`config.mk`:
```
export PLATFORM = sky130hd
export DESIGN_NAME = aud_timer_chan
export DESIGN_NICKNAME = d
export VERILOG_FILES = /design/src/rtl/aud_timer_pkg.sv /design/src/rtl/aud_prescaler.sv /design/src/rtl/aud_down_counter.sv /design/src/rtl/aud_irq_ctrl.sv /design/src/rtl/aud_timer_chan.sv
export SDC_FILE = /design/constraint.sdc
export NUM_CORES = 1
export LEC_CHECK = 0
export BUFFER_PORTS_ARGS = -buffer_cell sky130_fd_sc_hd__buf_2
export CAP_MARGIN = 0
export CORE_ASPECT_RATIO = 1.5
export CORE_UTILIZATION = 47
export CTS_BUF_LIST = sky130_fd_sc_hd__clkbuf_8
export CTS_CLUSTER_SIZE = 12
export DETAILED_ROUTE_END_ITERATION = 6
export HOLD_SLACK_MARGIN = 0.08
export PLACE_DENSITY = 0.71
export SYNTH_ARGS = -nofsm -noshare
export SYNTH_HDL_FRONTEND = slang
export SYNTH_SLANG_ARGS = --single-unit
```
`constraint.sdc`:
```
create_clock -name clk -period 1.6 [get_ports clk]
set_input_delay 0.16 -clock clk [delete_from_list [all_inputs] [get_ports clk]]
set_output_delay 0.16 -clock clk [all_outputs]
set_load 0.03 [all_outputs]
```
`src/rtl/aud_timer_pkg.sv`:
```
// Shared constants and types for the prescaled audio-channel timer.
// Assumes: one CPU cycle enable drives all state; all timing is in enabled cycles.
package aud_timer_pkg;
    localparam int unsigned PRE_DIV_DEF   = 28;
    localparam int unsigned START_GAP_DEF = 7;
    localparam int unsigned PIPE_DLY_DEF  = 2;
    localparam int unsigned CNT_W_DEF     = 8;

    typedef enum logic {
        BASE_PRESCALED = 1'b0,
        BASE_CPU       = 1'b1
    } base_sel_e;
endpackage

```
`src/rtl/aud_prescaler.sv`:
```
// Base-tick prescaler with a fixed delay line to the counter.
// Counts enabled cycles modulo PRE_DIV. While init_hold is high, it holds a phase
// that makes the first tick come START_GAP enabled cycles after release, and it
// clears the delay line. tick_out is the tick delayed by PIPE_DLY enabled cycles.
// Assumes: PRE_DIV > START_GAP >= 1, PIPE_DLY >= 1.
module aud_prescaler #(
    parameter int unsigned PRE_DIV   = 28,
    parameter int unsigned START_GAP = 7,
    parameter int unsigned PIPE_DLY  = 2
) (
    input  logic clk,
    input  logic rst_n,
    input  logic cyc_en,
    input  logic init_hold,
    output logic tick_out
);
    localparam int unsigned PW = $clog2(PRE_DIV);
    localparam logic [PW-1:0] LAST_PH  = PW'(PRE_DIV - 1);
    localparam logic [PW-1:0] START_PH = PW'(PRE_DIV - START_GAP);

    logic [PW-1:0]       phase_q;
    logic [PIPE_DLY-1:0] dly_q;
    logic                tick_raw;

    // Terminal phase on an enabled cycle marks the base tick.
    assign tick_raw = cyc_en && (phase_q == LAST_PH);

    // Phase counter: held at its start phase during reset or init, wraps at PRE_DIV.
    always_ff @(posedge clk) begin
        if (!rst_n || init_hold) begin
            phase_q <= START_PH;
        end else if (cyc_en) begin
            phase_q <= (phase_q == LAST_PH) ? '0 : phase_q + 1'b1;
        end
    end

    // Delay line from tick to counter step, advancing on enabled cycles only.
    generate
        if (PIPE_DLY == 1) begin : g_dly1
            always_ff @(posedge clk) begin
                if (!rst_n || init_hold) dly_q <= '0;
                else if (cyc_en)         dly_q <= tick_raw;
            end
        end else begin : g_dlyn
            always_ff @(posedge clk) begin
                if (!rst_n || init_hold) dly_q <= '0;
                else if (cyc_en)         dly_q <= {dly_q[PIPE_DLY-2:0], tick_raw};
            end
        end
    endgenerate

    assign tick_out = dly_q[PIPE_DLY-1];

    // after a full held cycle no delayed tick can reach the counter
    a_r3_hold_quiet: assert property (@(posedge clk) disable iff (!rst_n)
        (init_hold && $past(init_hold)) |-> !tick_out);

    // phase freezes when the cycle enable is low
    a_r11_phase_freeze: assert property (@(posedge clk) disable iff (!rst_n)
        (!cyc_en && !init_hold) |=> $stable(phase_q));

    // two base ticks are never adjacent
    a_r2_tick_sparse: assert property (@(posedge clk) disable iff (!rst_n)
        tick_raw |=> !tick_raw);
endmodule

```
`src/rtl/aud_down_counter.sv`:
```
// Channel down-counter with deferred divisor reload.
// A step at zero underflows: the counter reloads from the divisor register and the
// toggle output inverts. A divisor write only updates the register.
// Assumes: step is already qualified by the cycle enable.
module aud_down_counter #(
    parameter int unsigned CNT_W = 8
) (
    input  logic             clk,
    input  logic             rst_n,
    input  logic             step,
    input  logic             div_wr,
    input  logic [CNT_W-1:0] div_data,
    output logic             underflow,
    output logic             toggle_q
);
    logic [CNT_W-1:0] div_q;
    logic [CNT_W-1:0] cnt_q;

    assign underflow = step && (cnt_q == '0);

    // Divisor register: takes writes at once, used only at reload.
    always_ff @(posedge clk) begin
        if (!rst_n)      div_q <= '0;
        else if (div_wr) div_q <= div_data;
    end

    // Count: decrement on a step, reload on underflow.
    always_ff @(posedge clk) begin
        if (!rst_n)         cnt_q <= '0;
        else if (underflow) cnt_q <= div_q;
        else if (step)      cnt_q <= cnt_q - 1'b1;
    end

    // Toggle output: inverts on every underflow.
    always_ff @(posedge clk) begin
        if (!rst_n)         toggle_q <= 1'b0;
        else if (underflow) toggle_q <= ~toggle_q;
    end

    // underflow reloads the divisor held before the edge
    a_r5_reload: assert property (@(posedge clk) disable iff (!rst_n)
        underflow |=> (cnt_q == $past(div_q)));

    // without a step the count is untouched, whatever is written
    a_r6_count_hold: assert property (@(posedge clk) disable iff (!rst_n)
        !step |=> $stable(cnt_q));

    // the toggle changes only on underflow
    a_r5_toggle_only_uf: assert property (@(posedge clk) disable iff (!rst_n)
        !underflow |=> $stable(toggle_q));
endmodule

```
`src/rtl/aud_irq_ctrl.sv`:
```
// Interrupt enable and latched request for one channel.
// The request is set by an underflow while enabled and is cleared by writing the
// enable to 0. A clear in the same cycle as an underflow wins.
module aud_irq_ctrl (
    input  logic clk,
    input  logic rst_n,
    input  logic underflow,
    input  logic en_wr,
    input  logic en_data,
    output logic flag_q,
    output logic line_n
);
    logic en_q;
    logic clr;

    assign clr = en_wr && !en_data;

    // Enable register written by software.
    always_ff @(posedge clk) begin
        if (!rst_n)     en_q <= 1'b0;
        else if (en_wr) en_q <= en_data;
    end

    // Request latch: clear has priority over set.
    always_ff @(posedge clk) begin
        if (!rst_n)                   flag_q <= 1'b0;
        else if (clr)                 flag_q <= 1'b0;
        else if (underflow && en_q)   flag_q <= 1'b1;
    end

    assign line_n = ~flag_q;

    // a write of 0 to the enable leaves no request next cycle
    a_r10_clear: assert property (@(posedge clk) disable iff (!rst_n)
        clr |=> !flag_q);

    // with the enable off and not being turned on, no request appears
    a_r9_disabled_quiet: assert property (@(posedge clk) disable iff (!rst_n)
        (!en_q && !(en_wr && en_data)) |=> !flag_q);

    // an enabled underflow without a clear raises the request
    a_r8_set: assert property (@(posedge clk) disable iff (!rst_n)
        (underflow && en_q && !clr) |=> flag_q);
endmodule

```
`src/rtl/aud_timer_chan.sv`:
```
// Top of the prescaled audio-channel interval timer.
// Selects the counter step source (delayed base tick or every enabled cycle)
// combinationally, so a base-select change applies from the next edge.
// Assumes: register writes are accepted regardless of cyc_en.
module aud_timer_chan
    import aud_timer_pkg::*;
#(
    parameter int unsigned PRE_DIV   = PRE_DIV_DEF,
    parameter int unsigned START_GAP = START_GAP_DEF,
    parameter int unsigned PIPE_DLY  = PIPE_DLY_DEF,
    parameter int unsigned CNT_W     = CNT_W_DEF
) (
    input  logic             clk,
    input  logic             rst_n,
    input  logic             cyc_en,
    input  logic             div_wr,
    input  logic [CNT_W-1:0] div_data,
    input  logic             fast_sel,
    input  logic             irq_en_wr,
    input  logic             irq_en_data,
    input  logic             init_hold,
    output logic             toggle_out,
    output logic             irq_flag,
    output logic             irq_n
);
    base_sel_e base_sel;
    logic      base_tick;
    logic      step;
    logic      underflow;

    assign base_sel = base_sel_e'(fast_sel);

    aud_prescaler #(
        .PRE_DIV  (PRE_DIV),
        .START_GAP(START_GAP),
        .PIPE_DLY (PIPE_DLY)
    ) u_pre (
        .clk      (clk),
        .rst_n    (rst_n),
        .cyc_en   (cyc_en),
        .init_hold(init_hold),
        .tick_out (base_tick)
    );

    // Step source select, qualified by the cycle enable.
    always_comb begin
        unique case (base_sel)
            BASE_CPU:       step = cyc_en;
            BASE_PRESCALED: step = cyc_en && base_tick;
            default:        step = 1'b0;
        endcase
    end

    aud_down_counter #(
        .CNT_W(CNT_W)
    ) u_cnt (
        .clk      (clk),
        .rst_n    (rst_n),
        .step     (step),
        .div_wr   (div_wr),
        .div_data (div_data),
        .underflow(underflow),
        .toggle_q (toggle_out)
    );

    aud_irq_ctrl u_irq (
        .clk      (clk),
        .rst_n    (rst_n),
        .underflow(underflow),
        .en_wr    (irq_en_wr),
        .en_data  (irq_en_data),
        .flag_q   (irq_flag),
        .line_n   (irq_n)
    );

    // a stalled cycle enable never changes the toggle
    a_r11_stall_toggle: assert property (@(posedge clk) disable iff (!rst_n)
        !cyc_en |=> $stable(toggle_out));

    // the IRQ line mirrors the latched request
    a_r8_line: assert property (@(posedge clk) disable iff (!rst_n)
        irq_n != irq_flag);
endmodule

```
After elaboration in Yosys (flattened, before gate mapping)

Index checks and enable logic that the tools add are counted.

Output and inout port bits: 3
Logic and storage cells: 29
Input port bits: 16
Register bits after elaboration: 26

Bitwise gates (word level): 4
Equality and inequality tests: 1
Mux-type cells: 4
Reduce and logical (&&, ||, !) cells: 11
Add/sub/neg operators: 2

Operators by type and width:

| cell                | count |
|---|---|
| $mux 8              | 2 |
| $logic_not 8->1     | 1 |
| $sub 8x1->8 const B | 1 |
| $add 5x1->5 const B | 1 |
| $eq 5x5->1 const B  | 1 |
| $logic_and 1x1->1   | 5 |
| $mux 5              | 1 |
| $not 1->1           | 4 |
| $logic_not 1->1     | 2 |
| $pmux 1 s2          | 1 |
| $reduce_bool 2->1   | 1 |
| $reduce_or 2->1     | 1 |
| $logic_or 1x1->1    | 1 |

Logic depth before layout (Yosys ltp)

Depth after elaboration: 4
Mapped depth: 6
Depth with buffers taken out: 6

Cells and area by module

Synthesis repeated with hierarchy kept, for this count alone.

Cells, all modules: 129
Area, all modules: 1201.2 sq um

Modules (own cells, without submodules):

| module           | instances | seq. area each (sq um) | cells each | area each (sq um) |
|---|---|---|---|---|
| aud_down_counter | 1         | 340.3                  | 87         | 789.5 |
| aud_prescaler    | 1         | 140.1                  | 33         | 320.3 |
| aud_irq_ctrl     | 1         | 40.0                   | 8          | 83.8 |
| aud_timer_chan   | 1         | 0.0                    | 1          | 7.5 |

Worst setup path after synthesis

No wires, ideal clock.

Kind: reg-to-reg
Start: reg u_cnt.cnt_q[0]
End: reg u_cnt.cnt_q[4]
Data required time: 1.530 ns
Clock period less this slack: 1.621 ns
Path slack: -0.021 ns
Setup time: 0.070 ns
Cell stages (with the launch flop): 6
Path buffers: 0
Arrival: 1.551 ns
Cell sequence: dfxtp_1 > inv_1 > ha_1 > or3b_4 > or4_1 > a21oi_1

Word-level cells in the longest chain between the ends: 3
Elaborated cells between the ends (all ways): 6
Those cells by class: add/sub (1); mux (2); reduce/logical (3)

RTL lines:

| what                                           | line                                           | source |
|---|---|---|
| start, declared                                | aud_down_counter.sv:17                         | `logic [CNT_W-1:0] cnt_q;` |
| start signal, assigned                         | aud_down_counter.sv:30                         | `else if (underflow) cnt_q <= div_q;` |
| start signal, assigned                         | aud_down_counter.sv:31                         | `else if (step) cnt_q <= cnt_q - 1'b1;` |
| $sub 8x1->8 or $logic_not 8->1 (tied branches) | aud_down_counter.sv:31, aud_down_counter.sv:19 |  |
| $mux 8 or $logic_and 1x1->1 (tied branches)    | aud_down_counter.sv:31, aud_down_counter.sv:19 |  |
| $mux 8 or $reduce_bool 2->1 (tied branches)    | -                                              |  |

Several ways; a longest one is shown, not always the timed one. The select of a mux whose other input is x is not followed.
A chain may end at the register's enable or synchronous reset.

Worst setup path in the final report

Start: reg u_cnt.cnt_q[0]
End: reg u_cnt.cnt_q[1]

The elaborated chain is that of the path after synthesis.

==> reports/metrics.yaml <==
route:
  dr.max_layer_used: "met4"
  routed-via-count: 1028
  wl_um: 2630
  wl_met1_um: 1040
  avgViaCountPerCell: 5.74
  drc: 0
  drt_iter0_drc: 8
  wl_per_cell_um: 14.7
  met3WireLength_um: 49
  ant_nets: 0
  dr.pass1.iters: 4
  wl_met2_um: 1480
synthesis:
  avgSynthCellArea_um2: 9.32
  synth_ff_type: "dfxtp_1"
  synth_top_area_share_pct: 43.7
  syn_nets: 146
  ys_warn_count: 0
  synthArstFlopShare_pct: 0
  synth_edf_count: 0
  synth_area_mm2: 0.00119
  ys_types: 40
  yosys-top-cells-area: "dfxtp_1, mux2i_1, nor2_1"
  syn_inst: 128
  ys_seq_elements: 26
  synth_seq_area_share_pct: 43.7
  yosys.area.top_type: "dfxtp_1"
finish:
  area_growth_pct: 22.2
  drive_above_1_share_pct: 29.7
  diodes: 0
  fillers: 212
  fin_nets: 174
timing:
  drv_slew: 0
  setup_viol: 3
  worst_clock_skew_ns: 0.00184
  final_hold_viol_count: 0
  fin_crit_sh_pct: 102
  fmax_mhz: 614
  fin_ws_ns: -0.0296
  rsz0062_at_grt: "true"
  worst_pin_slew_ns: 0.494
  period_needed_ns: 1.63
  max-slew-margin-rel_pct: 66.8
die:
  die_x_um: 43.1
  num_io_pins: 19
  initial_core_util_pct: 49.2
  core_mm2: 0.00242
  dieArea_mm2: 0.00275
  dieHeight_um: 63.7
  row_count: 22
pwr:
  clockPowerShare_pct: 29.0
  p_int_w: 0.00105
  combPwrFrac_pct: 20.8
  p_seq_share_pct: 50.2
  power_w: 0.00142
  leakagePower_nw: 0.606
  p_sw_w: 0.000374
  switching_share_pct: 26.3
  ir_drop_mv: 0.517
  p_per_area_mw_per_mm2: 975
placed_design:
  globalplace.congestion: 0.796
  dp_hpwl_um: 1940
  pre_cts_ws_ns: -0.0419
  io_buffers: 18
setup_path:
  cpMaxStageDelayCell: "or4b_4"
  start_kind: "flip-flop"
  path_buf_inv: 2
  arrival_ns: 1.84
  crit_family: "simple AND/OR/NAND/NOR gates"
  cp.required_ns: 1.81
  worstPathCellList: "inv_2 > ha_4 > or3b_4 > nor3b_4 > buf_6 > or4b_4 > nand3_2"
  slowest_delay_ns: 0.52
  crit_fanout: 7
  worstSetupPathType: "flip-flop to flip-flop"
  end_kind: "flip-flop"
cts:
  clock_sinks: 26
  clk_pin_slew_ns: 0.08
  cts_inserted_buffers: 3
  htree_levels: 1
  clk_latency_ns: 0.26
  clockBufferDepth: 2
  cts_tree: "yes"
  ctsRootBufferMaster: "clkbuf_8"
global_route:
  grt_pass1_wl_um: 4300
  grt_pass1_vias: 1049
  grt_usage_pct: 20.5
  grt_antenna_before_repair: 0
  grt_max_degree: 15
  overflow: 0
run_status:
  status: "finished with violations"
  failed_checks: "negative setup slack"
worst_hold_path:
  min_path_type: "primary input to flip-flop"
flow_run:
  max_cap_viol_count: 0
==> per-layer routing <==
layer  GRT usage [%]  vias to the layer above
li1                -                      517
met1            20.4                      488
met2            37.3                       15
met3            3.15                        8
met4            12.9                        0
met5               0                        -
==> flip-flops by register name, indices dropped and copies added, names as in the netlist <==
| signal | cells |
|---|---|
| u_irq.en_q | 1 |
| u_cnt.cnt_q | 8 |
| u_pre.dly_q | 2 |
| u_cnt.div_q | 8 |
| u_pre.phase_q | 5 |
| u_irq.flag_q | 1 |
| u_cnt.toggle_q | 1 |
==> cell usage after synthesis (all sizes together) (3+ instances only) <==
cell / instances
nand3: 4
o21ai: 5
nor4: 5
nand2: 4
mux2i: 14
nor2: 22
a21oi: 4
o31ai: 3
dfxtp: 26
inv: 6
==> cell type report <==
cell class	instances	area [um^2]	share of cell area, %
inverters	6	22.5	1.55
flip-flops and latches	26	523	35.9
clock buffers	4	55.1	3.78
repair buffers	27	161	11.1
well taps	24	30.0	2.06
multi-input cells	92	666	45.7
==> timing repair <==
action,in CTS,in global routing
pin swaps,3,4
hold buffers,0,0
endpoints found under the setup margin,7,9
resized for setup,5,4
setup buffers,2,0
==> worst reg2reg max path: stages (launching register included) <==
cell and delay [ns]:
dfxtp_2 0.34, inv_2 0.05, ha_4 0.15, or3b_4 0.26, nor3b_4 0.05, buf_6 0.14, or4b_4 0.53, nand3_2 0.07
==> power by group through the flow <==
stage	registers, W	clock network [W]	logic, W
2_1_floorplan	0.000737	0	0.000168
3_3_place_gp	0.000726	0	0.000255
3_5_place_dp	0.000728	0	0.000267
4_1_cts	0.000714	0.000420	0.000285
5_1_grt	0.000718	0.000442	0.000320
6_report	0.000714	0.000412	0.000296
==> final timing paths <==
kind	slack, ns	startpoint	depth (start not counted)	endpoint
hold / removal	0.13	div_data[3]	3	u_cnt.div_q[3]
hold reg to reg	0.50	u_pre.phase_q[4]	1	u_pre.phase_q[4]
setup reg to reg	-0.03	u_cnt.cnt_q[0]	7	u_cnt.cnt_q[1]
setup / recovery	-0.03	u_cnt.cnt_q[0]	7	u_cnt.cnt_q[1]
==> logic make-up (layout without fill, tap and decap cells) <==
| kind of cell | Yosys count | in the layout | synth area share, % |
|---|---|---|---|
| compound gates | 25 | 25 | 15.3 |
| xor+xnor | 1 | 1 | 0.735 |
| flops | 26 | 26 | 43.7 |
| simple gates | 50 | 50 | 23.0 |
| fa+ha+maj | 2 | 2 | 2.10 |
| buf+inv | 10 | 37 | 3.46 |
| mux | 14 | 14 | 11.8 |
==> through the flow <==
step | hold slack [ns] | utilization (%) | std cells | area [um^2] | TNS, ns
floorplan | 0.307 | - | 128 | 1200 | -0.00699
global placement | 0.394 | 56.0 | 174 | 1360 | -0.00708
detailed placement | 0.408 | 56.0 | 174 | 1360 | -0.108
CTS | 0.129 | 59.4 | 179 | 1440 | -0.0927
global route | 0.136 | 60.2 | 179 | 1460 | -0.441
finish | 0.129 | 60.2 | 179 | 1460 | -0.0521
==> layout by cell type, fill, tap and decap left out, drive strengths merged, types with 3 or more instances in the layout <==
cell / instances
a21oi: 4
buf: 27
clkbuf: 4
dfxtp: 26
inv: 6
mux2i: 14
nand2: 4
nand3: 4
nor2: 22
nor4: 5
o21ai: 5
o31ai: 3
(Power assumes the default switching activity.)
